--- config.mk ---
export PLATFORM = sky130hd
export DESIGN_NAME = gpr_file
export DESIGN_NICKNAME = d
export VERILOG_FILES = /design/src/rtl/gpr_pkg.sv /design/src/rtl/gpr_pair_map.sv /design/src/rtl/gpr_read_port.sv /design/src/rtl/gpr_file.sv
export SDC_FILE = /design/constraint.sdc
export NUM_CORES = 2
export LEC_CHECK = 0
export BUFFER_PORTS_ARGS = -buffer_cell sky130_fd_sc_hd__buf_2
export CAP_MARGIN = 20
export CORE_ASPECT_RATIO = 1.1
export CORE_UTILIZATION = 35
export DETAILED_ROUTE_END_ITERATION = 12
export PLACE_DENSITY = 0.55
export SLEW_MARGIN = 0
export SYNTH_ARGS = -nofsm -noshare
export SYNTH_HDL_FRONTEND = slang
export SYNTH_SLANG_ARGS = --single-unit
--- constraint.sdc ---
create_clock -name clk_i -period 4.88 [get_ports clk_i]
set_input_delay 0.244 -clock clk_i [delete_from_list [all_inputs] [get_ports clk_i]]
set_output_delay 0.244 -clock clk_i [all_outputs]
set_load 0.005 [all_outputs]
--- src/rtl/gpr_pkg.sv ---
package gpr_pkg;

    typedef enum logic [1:0] {
        SZ_BYTE = 2'd0,
        SZ_WORD = 2'd1,
        SZ_PAIR = 2'd2,
        SZ_RSVD = 2'd3
    } gpr_size_e;

    typedef enum logic [1:0] {
        ACC_NONE   = 2'd0,
        ACC_SINGLE = 2'd1,
        ACC_DIRECT = 2'd2,
        ACC_SPLIT  = 2'd3
    } gpr_acc_e;

endpackage

--- src/rtl/gpr_pair_map.sv ---
// Resolves an (index, size, mode) request into the registers it touches.
module gpr_pair_map #(
    parameter int NREG       = 16,
    parameter int FIRST_WIDE = 12,
    parameter int RA_IDX     = 14,
    localparam int IDX_W     = $clog2(NREG)
) (
    input  logic [IDX_W-1:0]  idx_i,
    input  logic [1:0]        size_i,
    input  logic              short_i,
    output gpr_pkg::gpr_acc_e kind_o,
    output logic [IDX_W-1:0]  lo_o,
    output logic [IDX_W-1:0]  hi_o,
    output logic              illegal_o
);
    import gpr_pkg::*;

    localparam logic [IDX_W-1:0] FW_IDX = IDX_W'(FIRST_WIDE);
    localparam logic [IDX_W-1:0] RA_I   = IDX_W'(RA_IDX);
    localparam logic [IDX_W-1:0] RA_LO  = IDX_W'(RA_IDX - 1);

    function automatic logic is_wide(input logic [IDX_W-1:0] i, input logic sm);
        return (i >= FW_IDX) && !(sm && (i <= RA_I));
    endfunction

    logic [IDX_W-1:0] nxt_idx;
    assign nxt_idx = idx_i + IDX_W'(1);

    always_comb begin
        kind_o    = ACC_NONE;
        lo_o      = idx_i;
        hi_o      = idx_i;
        illegal_o = 1'b0;
        case (gpr_size_e'(size_i))
            SZ_BYTE, SZ_WORD: kind_o = ACC_SINGLE;
            SZ_PAIR: begin
                if (is_wide(idx_i, short_i)) begin
                    kind_o = ACC_DIRECT;
                end else if (short_i && (idx_i == RA_I)) begin
                    kind_o = ACC_SPLIT;
                    lo_o   = RA_LO;
                    hi_o   = RA_I;
                end else if (is_wide(nxt_idx, short_i)) begin
                    illegal_o = 1'b1;
                end else begin
                    kind_o = ACC_SPLIT;
                    hi_o   = nxt_idx;
                end
            end
            default: illegal_o = 1'b1;
        endcase
    end

endmodule

--- src/rtl/gpr_read_port.sv ---
// One combinational read port: map the request, then select and assemble data.
module gpr_read_port #(
    parameter int NREG       = 16,
    parameter int NARROW_W   = 16,
    parameter int FIRST_WIDE = 12,
    parameter int RA_IDX     = 14,
    localparam int IDX_W     = $clog2(NREG),
    localparam int WIDE_W    = 2 * NARROW_W,
    localparam int BYTE_W    = NARROW_W / 2
) (
    input  logic [NREG-1:0][WIDE_W-1:0] regs_i,
    input  logic                        short_i,
    input  logic [IDX_W-1:0]            idx_i,
    input  logic [1:0]                  size_i,
    output logic [WIDE_W-1:0]           data_o,
    output logic                        illegal_o
);
    import gpr_pkg::*;

    gpr_acc_e         kind;
    logic [IDX_W-1:0] lo;
    logic [IDX_W-1:0] hi;

    gpr_pair_map #(
        .NREG       (NREG),
        .FIRST_WIDE (FIRST_WIDE),
        .RA_IDX     (RA_IDX)
    ) u_map (
        .idx_i     (idx_i),
        .size_i    (size_i),
        .short_i   (short_i),
        .kind_o    (kind),
        .lo_o      (lo),
        .hi_o      (hi),
        .illegal_o (illegal_o)
    );

    logic [WIDE_W-1:0] lo_reg;
    logic [WIDE_W-1:0] hi_reg;
    assign lo_reg = regs_i[lo];
    assign hi_reg = regs_i[hi];

    always_comb begin
        data_o = '0;
        case (kind)
            ACC_SINGLE: begin
                if (gpr_size_e'(size_i) == SZ_BYTE)
                    data_o = WIDE_W'(lo_reg[BYTE_W-1:0]);
                else
                    data_o = WIDE_W'(lo_reg[NARROW_W-1:0]);
            end
            ACC_DIRECT: data_o = lo_reg;
            ACC_SPLIT:  data_o = {hi_reg[NARROW_W-1:0], lo_reg[NARROW_W-1:0]};
            default:    data_o = '0;
        endcase
    end

endmodule

--- src/rtl/gpr_file.sv ---
// Register file top: storage, mode bit, write merge, two read ports.
module gpr_file #(
    parameter int NREG       = 16,
    parameter int NARROW_W   = 16,
    parameter int FIRST_WIDE = 12,
    parameter int RA_IDX     = 14,
    localparam int IDX_W     = $clog2(NREG),
    localparam int WIDE_W    = 2 * NARROW_W
) (
    input  logic              clk_i,
    input  logic              rst_ni,
    input  logic              mode_we_i,
    input  logic              mode_i,
    input  logic              wr_en_i,
    input  logic [IDX_W-1:0]  wr_idx_i,
    input  logic [1:0]        wr_size_i,
    input  logic [WIDE_W-1:0] wr_data_i,
    output logic              wr_illegal_o,
    input  logic [IDX_W-1:0]  ra_idx_i,
    input  logic [1:0]        ra_size_i,
    output logic [WIDE_W-1:0] ra_data_o,
    output logic              ra_illegal_o,
    input  logic [IDX_W-1:0]  rb_idx_i,
    input  logic [1:0]        rb_size_i,
    output logic [WIDE_W-1:0] rb_data_o,
    output logic              rb_illegal_o
);
    import gpr_pkg::*;

    localparam int BYTE_W = NARROW_W / 2;
    localparam int N_RD   = 2;

    typedef struct packed {
        logic                        short_mode;
        logic [NREG-1:0][WIDE_W-1:0] regs;
    } state_t;

    state_t state_d, state_q;

    logic [NREG-1:0][WIDE_W-1:0] regs_q;
    logic                        short_q;
    assign regs_q  = state_q.regs;
    assign short_q = state_q.short_mode;

    // ---------------- write request mapping ----------------
    gpr_acc_e         w_kind;
    logic [IDX_W-1:0] w_lo;
    logic [IDX_W-1:0] w_hi;
    logic             w_ill;

    gpr_pair_map #(
        .NREG       (NREG),
        .FIRST_WIDE (FIRST_WIDE),
        .RA_IDX     (RA_IDX)
    ) u_wmap (
        .idx_i     (wr_idx_i),
        .size_i    (wr_size_i),
        .short_i   (short_q),
        .kind_o    (w_kind),
        .lo_o      (w_lo),
        .hi_o      (w_hi),
        .illegal_o (w_ill)
    );

    assign wr_illegal_o = w_ill;

    // ---------------- next-state computation ----------------
    always_comb begin
        state_d = state_q;
        if (mode_we_i)
            state_d.short_mode = mode_i;
        if (wr_en_i && !w_ill) begin
            for (int i = 0; i < NREG; i++) begin
                logic touched;
                touched = 1'b0;
                if (w_lo == IDX_W'(i)) begin
                    case (w_kind)
                        ACC_SINGLE: begin
                            touched = 1'b1;
                            if (gpr_size_e'(wr_size_i) == SZ_BYTE)
                                state_d.regs[i][BYTE_W-1:0] = wr_data_i[BYTE_W-1:0];
                            else
                                state_d.regs[i][NARROW_W-1:0] = wr_data_i[NARROW_W-1:0];
                        end
                        ACC_DIRECT: begin
                            touched = 1'b1;
                            state_d.regs[i] = wr_data_i;
                        end
                        ACC_SPLIT: begin
                            touched = 1'b1;
                            state_d.regs[i][NARROW_W-1:0] = wr_data_i[NARROW_W-1:0];
                        end
                        default: touched = 1'b0;
                    endcase
                end
                if ((w_kind == ACC_SPLIT) && (w_hi == IDX_W'(i))) begin
                    touched = 1'b1;
                    state_d.regs[i][NARROW_W-1:0] = wr_data_i[WIDE_W-1:NARROW_W];
                end
                if (touched && short_q && (i >= FIRST_WIDE) && (i <= RA_IDX))
                    state_d.regs[i][WIDE_W-1:NARROW_W] = '0;
            end
        end
    end

    always_ff @(posedge clk_i or negedge rst_ni) begin
        if (!rst_ni)
            state_q <= '0;
        else
            state_q <= state_d;
    end

    // ---------------- read ports ----------------
    logic [N_RD-1:0][IDX_W-1:0]  rd_idx;
    logic [N_RD-1:0][1:0]        rd_size;
    logic [N_RD-1:0][WIDE_W-1:0] rd_data;
    logic [N_RD-1:0]             rd_ill;

    assign rd_idx  = {rb_idx_i, ra_idx_i};
    assign rd_size = {rb_size_i, ra_size_i};

    for (genvar p = 0; p < N_RD; p++) begin : g_rd
        gpr_read_port #(
            .NREG       (NREG),
            .NARROW_W   (NARROW_W),
            .FIRST_WIDE (FIRST_WIDE),
            .RA_IDX     (RA_IDX)
        ) u_port (
            .regs_i    (regs_q),
            .short_i   (short_q),
            .idx_i     (rd_idx[p]),
            .size_i    (rd_size[p]),
            .data_o    (rd_data[p]),
            .illegal_o (rd_ill[p])
        );
    end

    assign ra_data_o    = rd_data[0];
    assign ra_illegal_o = rd_ill[0];
    assign rb_data_o    = rd_data[1];
    assign rb_illegal_o = rd_ill[1];

endmodule

==> key figures <==
Logic synthesis
  • Main combinational cell family by area after synthesis: compound AO/OA/AOI/OAI gates
  • Synth Area in Adders: less than 1%
  • Seq cells post-synth: between 300 and 400
  • Synth area leaders: dfrtp_1 34%, mux2i_1 9.5%, mux4_2 8.4%
  • Yosys top cell by area: dfrtp_1
  • Simple-Gate Fraction of Synth Area: between 15 and 20%
  • Synth warn: 0
  • Proportion of synthesized area in mux cells: between 10% and 20%
  • Syn Inst Count: 3205
  • Synth cell count leaders: 629 x nand2_1, 385 x dfrtp_1, 266 x mux2i_1
  • FFs w/ async S/R, synth: 100%
  • Synth Area in Compound Gates: between 20% and 30%
  • Mapped Avg Cell Area: 8.75 um^2
  • Most used DFF post-synth: dfrtp_1
  • Syn_nets: 3266
  • Mapped Area: about 28000 um^2
  • Sequential fraction of the synthesis area: between 30% and 40%
  • Most common cell in the synthesized netlist: nand2_1
  • Xor/xnor share of the synthesized area: 0.277%
  • Top cell type's share of synthesized area: 34.4%
  • Post-synth EDFFs: 0
  • Synth unique cells: 82

Floorplanning
  • Starting Density: about 35%
  • CORE AREA: around 79000 um^2
  • Die height: roughly 300 um
  • Die W: around 270 um
  • Total die area: 81200 um^2
  • I/O Pins: between 100 and 150
  • Row cnt: around 110

Clock network
  • CTS HTree Levels: 2
  • Post-CTS setup buffers: 0
  • Root buf cell: clkbuf_16
  • TritonCTS clock tree: built
  • Clock buffer count from CTS: 45
  • Cts repair resizes: 0
  • Max Buffers Root-to-Sink: 3
  • Clock-pin slew on the worst setup and hold paths: 70 ps
  • Clock Latency Late Sink: around 600 ps
  • Sink Count: roughly 390
  • Post-CTS Hold Buffers: 3

Worst setup path
  • Worst endpoint required time: approximately 4600 ps
  • Crit path DAT: 4360 ps
  • Largest fanout on the critical path: 24
  • Critical path class: reg2out
  • Crit end category: output pin
  • Crit path launch type: flip-flop

STA
  • Hold Violations, Final: 0
  • RSZ-0062 raised after global routing: false
  • Final period utilization: a little over nine tenths
  • Worst slew margin: ~28%
  • Slew Viols, Final: 0
  • Setup ws final: 280 ps
  • Endpoints failing setup: 0
  • Minimum clock period: about 4600 ps
  • Setup TNS: 0 ps
  • Clock Skew: around 20 ps
  • Fmax: roughly 220 MHz
  • Pin slew with the least headroom to its limit: ~1100 ps

Min path
  • Worst hold path class: in2reg

Layout
  • Area grow syn2layout: 11.0%
  • Share of cells above drive strength 1: between 15 and 20%
  • Fillcell total: 7892
  • Register area: 9630 um^2
  • Fin nets: 3143
  • Area of the multi-input gates: approximately 17000 um^2

Detailed routing
  • Drt drc: 0
  • Post-DR wirelength/cell: 28.8 um
  • Via count: approximately 27000
  • DRT iter0 DRCs: 3603
  • Detailed Route WL: around 120000 um
  • Post-route ant nets: 0
  • Vias per inst: roughly 6.5
  • Drt pass-1 iters: 8

Status
  • Status: complete, no violations

Global route
  • Gr usage total: between 20% and 30%
  • Largest net degree at the start of global routing: approximately 120
  • Global route overflow: 0
  • Initial antenna violation count: 15
  • Vias in the first global route: approximately 25000
  • First-pass GRT wire length: 178000 um

Placement
  • Final HPWL DP: 81900 um
  • Dpl ws: ~740 ps
  • Port Buffers: ~120
  • Routability-driven placement congestion ratio: about 0.94

Job
  • # Max-Cap Violations: 0

Power and ir drop
  • PwrDens: 390 nW/um^2
  • Worst VDD drop: about 0.00024 V
  • Leak: ~14 nW
[layout by cell type (no fill, tap or decap), types with 11 or more instances in the layout]
cell | Yosys | final
buf_12 | 0 | 14
a32oi_1 | 28 | 28
a221oi_1 | 85 | 85
buf_4 | 20 | 88
nor2_1 | 183 | 181
a22o_1 | 48 | 48
o22ai_1 | 32 | 32
clkbuf_16 | 0 | 47
a22oi_1 | 74 | 74
and2_1 | 16 | 16
mux2i_1 | 266 | 263
a211o_1 | 17 | 17
o21ai_0 | 139 | 138
o32ai_1 | 32 | 32
o221a_2 | 14 | 14
a21oi_1 | 156 | 154
nor2b_1 | 30 | 26
inv_1 | 13 | 12
nand2_1 | 629 | 626
a31oi_1 | 26 | 26
a31o_2 | 14 | 14
mux2_2 | 22 | 21
nand4_1 | 22 | 22
mux4_2 | 105 | 105
nand3_1 | 101 | 101
nor3_1 | 50 | 48
nand2b_1 | 11 | 11
and3_1 | 21 | 21
o311a_1 | 16 | 16
dfrtp_1 | 385 | 385
buf_2 | 74 | 118
o211ai_1 | 61 | 61
a211oi_1 | 82 | 82
[state kept, by name, summed over array words and instances (netlist names)]
signal	flops
short_q	1
regs_q	384
[metal layers]
metal | up-vias | track usage [%] | routed length, um
met5 | - | 0 | 22
met4 | 4 | 11.7 | 5350
met3 | 288 | 5.50 | 12400
met2 | 1594 | 43.1 | 52200
met1 | 13380 | 41.7 | 50300
li1 | 11661 | - | -
[critical path: stages (launching register included)]
cell and delay (ps):
dfrtp_1 400, inv_2 270, o21ai_0 250, o21ai_2 570
mux2i_4 330, buf_4 390, buf_4 300, a31oi_1 170
a22oi_1 510, nand3_1 330, buf_2 230
[per-stage QoR]
step / instance area, um^2 / instances / util [%] / total power [mW] / hold slack [ps]
floorplan: 28000 / 3205 / - / 6.84 / -51.6
global placement: 29400 / 4074 / 37.2 / 8.16 / 271
detailed placement: 29400 / 4075 / 37.2 / 8.19 / 268
CTS: 31100 / 4161 / 39.3 / 12.1 / 128
global route: 31100 / 4170 / 39.3 / 12.7 / 168
finish: 31100 / 4171 / 39.4 / 12.1 / 152
[logic make-up (layout without fill, tap and decap cells)]
kind of cell / after synthesis / count (layout)
adder cells (fa/ha/maj): 6 / 6
AND/OR/NAND/NOR: 1092 / 1092
flip-flops: 385 / 385
buffers and inverters: 412 / 325
other: 0 / 8
multiplexers: 394 / 394
XOR/XNOR: 8 / 8
AO/OA/AOI/OAI: 908 / 908
[final timing paths]
| check | to | from | cells after the start | slack [ps] |
|---|---|---|---|---|
| min in group asynchronous | regs_q[448] | rst_ni | 2 | 230 |
| worst min-delay path | regs_q[12] | wr_data_i[12] | 3 | 150 |
| max in group asynchronous | regs_q[430] | rst_ni | 3 | 3420 |
| worst max register to register | regs_q[466] | short_q | 10 | 1600 |
| worst min register to register | regs_q[314] | regs_q[314] | 0 | 390 |
| worst max-delay path | ra_data_o[28] | short_q | 10 | 280 |
[final cells by class]
| class | count | share of cell area, % |
|---|---|---|
| Antenna cell | 8 | 0.0644 |
| Inverter | 17 | 0.209 |
| Tap cell | 1045 | 4.20 |
| Clock buffer | 61 | 4.08 |
| Clock inverter | 22 | 1.23 |
| Multi-Input combinational cell | 2408 | 54.1 |
| Timing Repair Buffer | 225 | 5.10 |
| Sequential cell | 385 | 31.0 |
[power by group]
part	leakage (nW)	internal (mW)	total [mW]	switching (mW)
Combinational	7.98	1.40	3.25	1.85
Sequential	4.88	3.86	5.02	1.16
Clock	0.786	2.36	3.87	1.51
Total	13.6	7.62	12.1	4.51
Power figures use the tool's default switching activity.
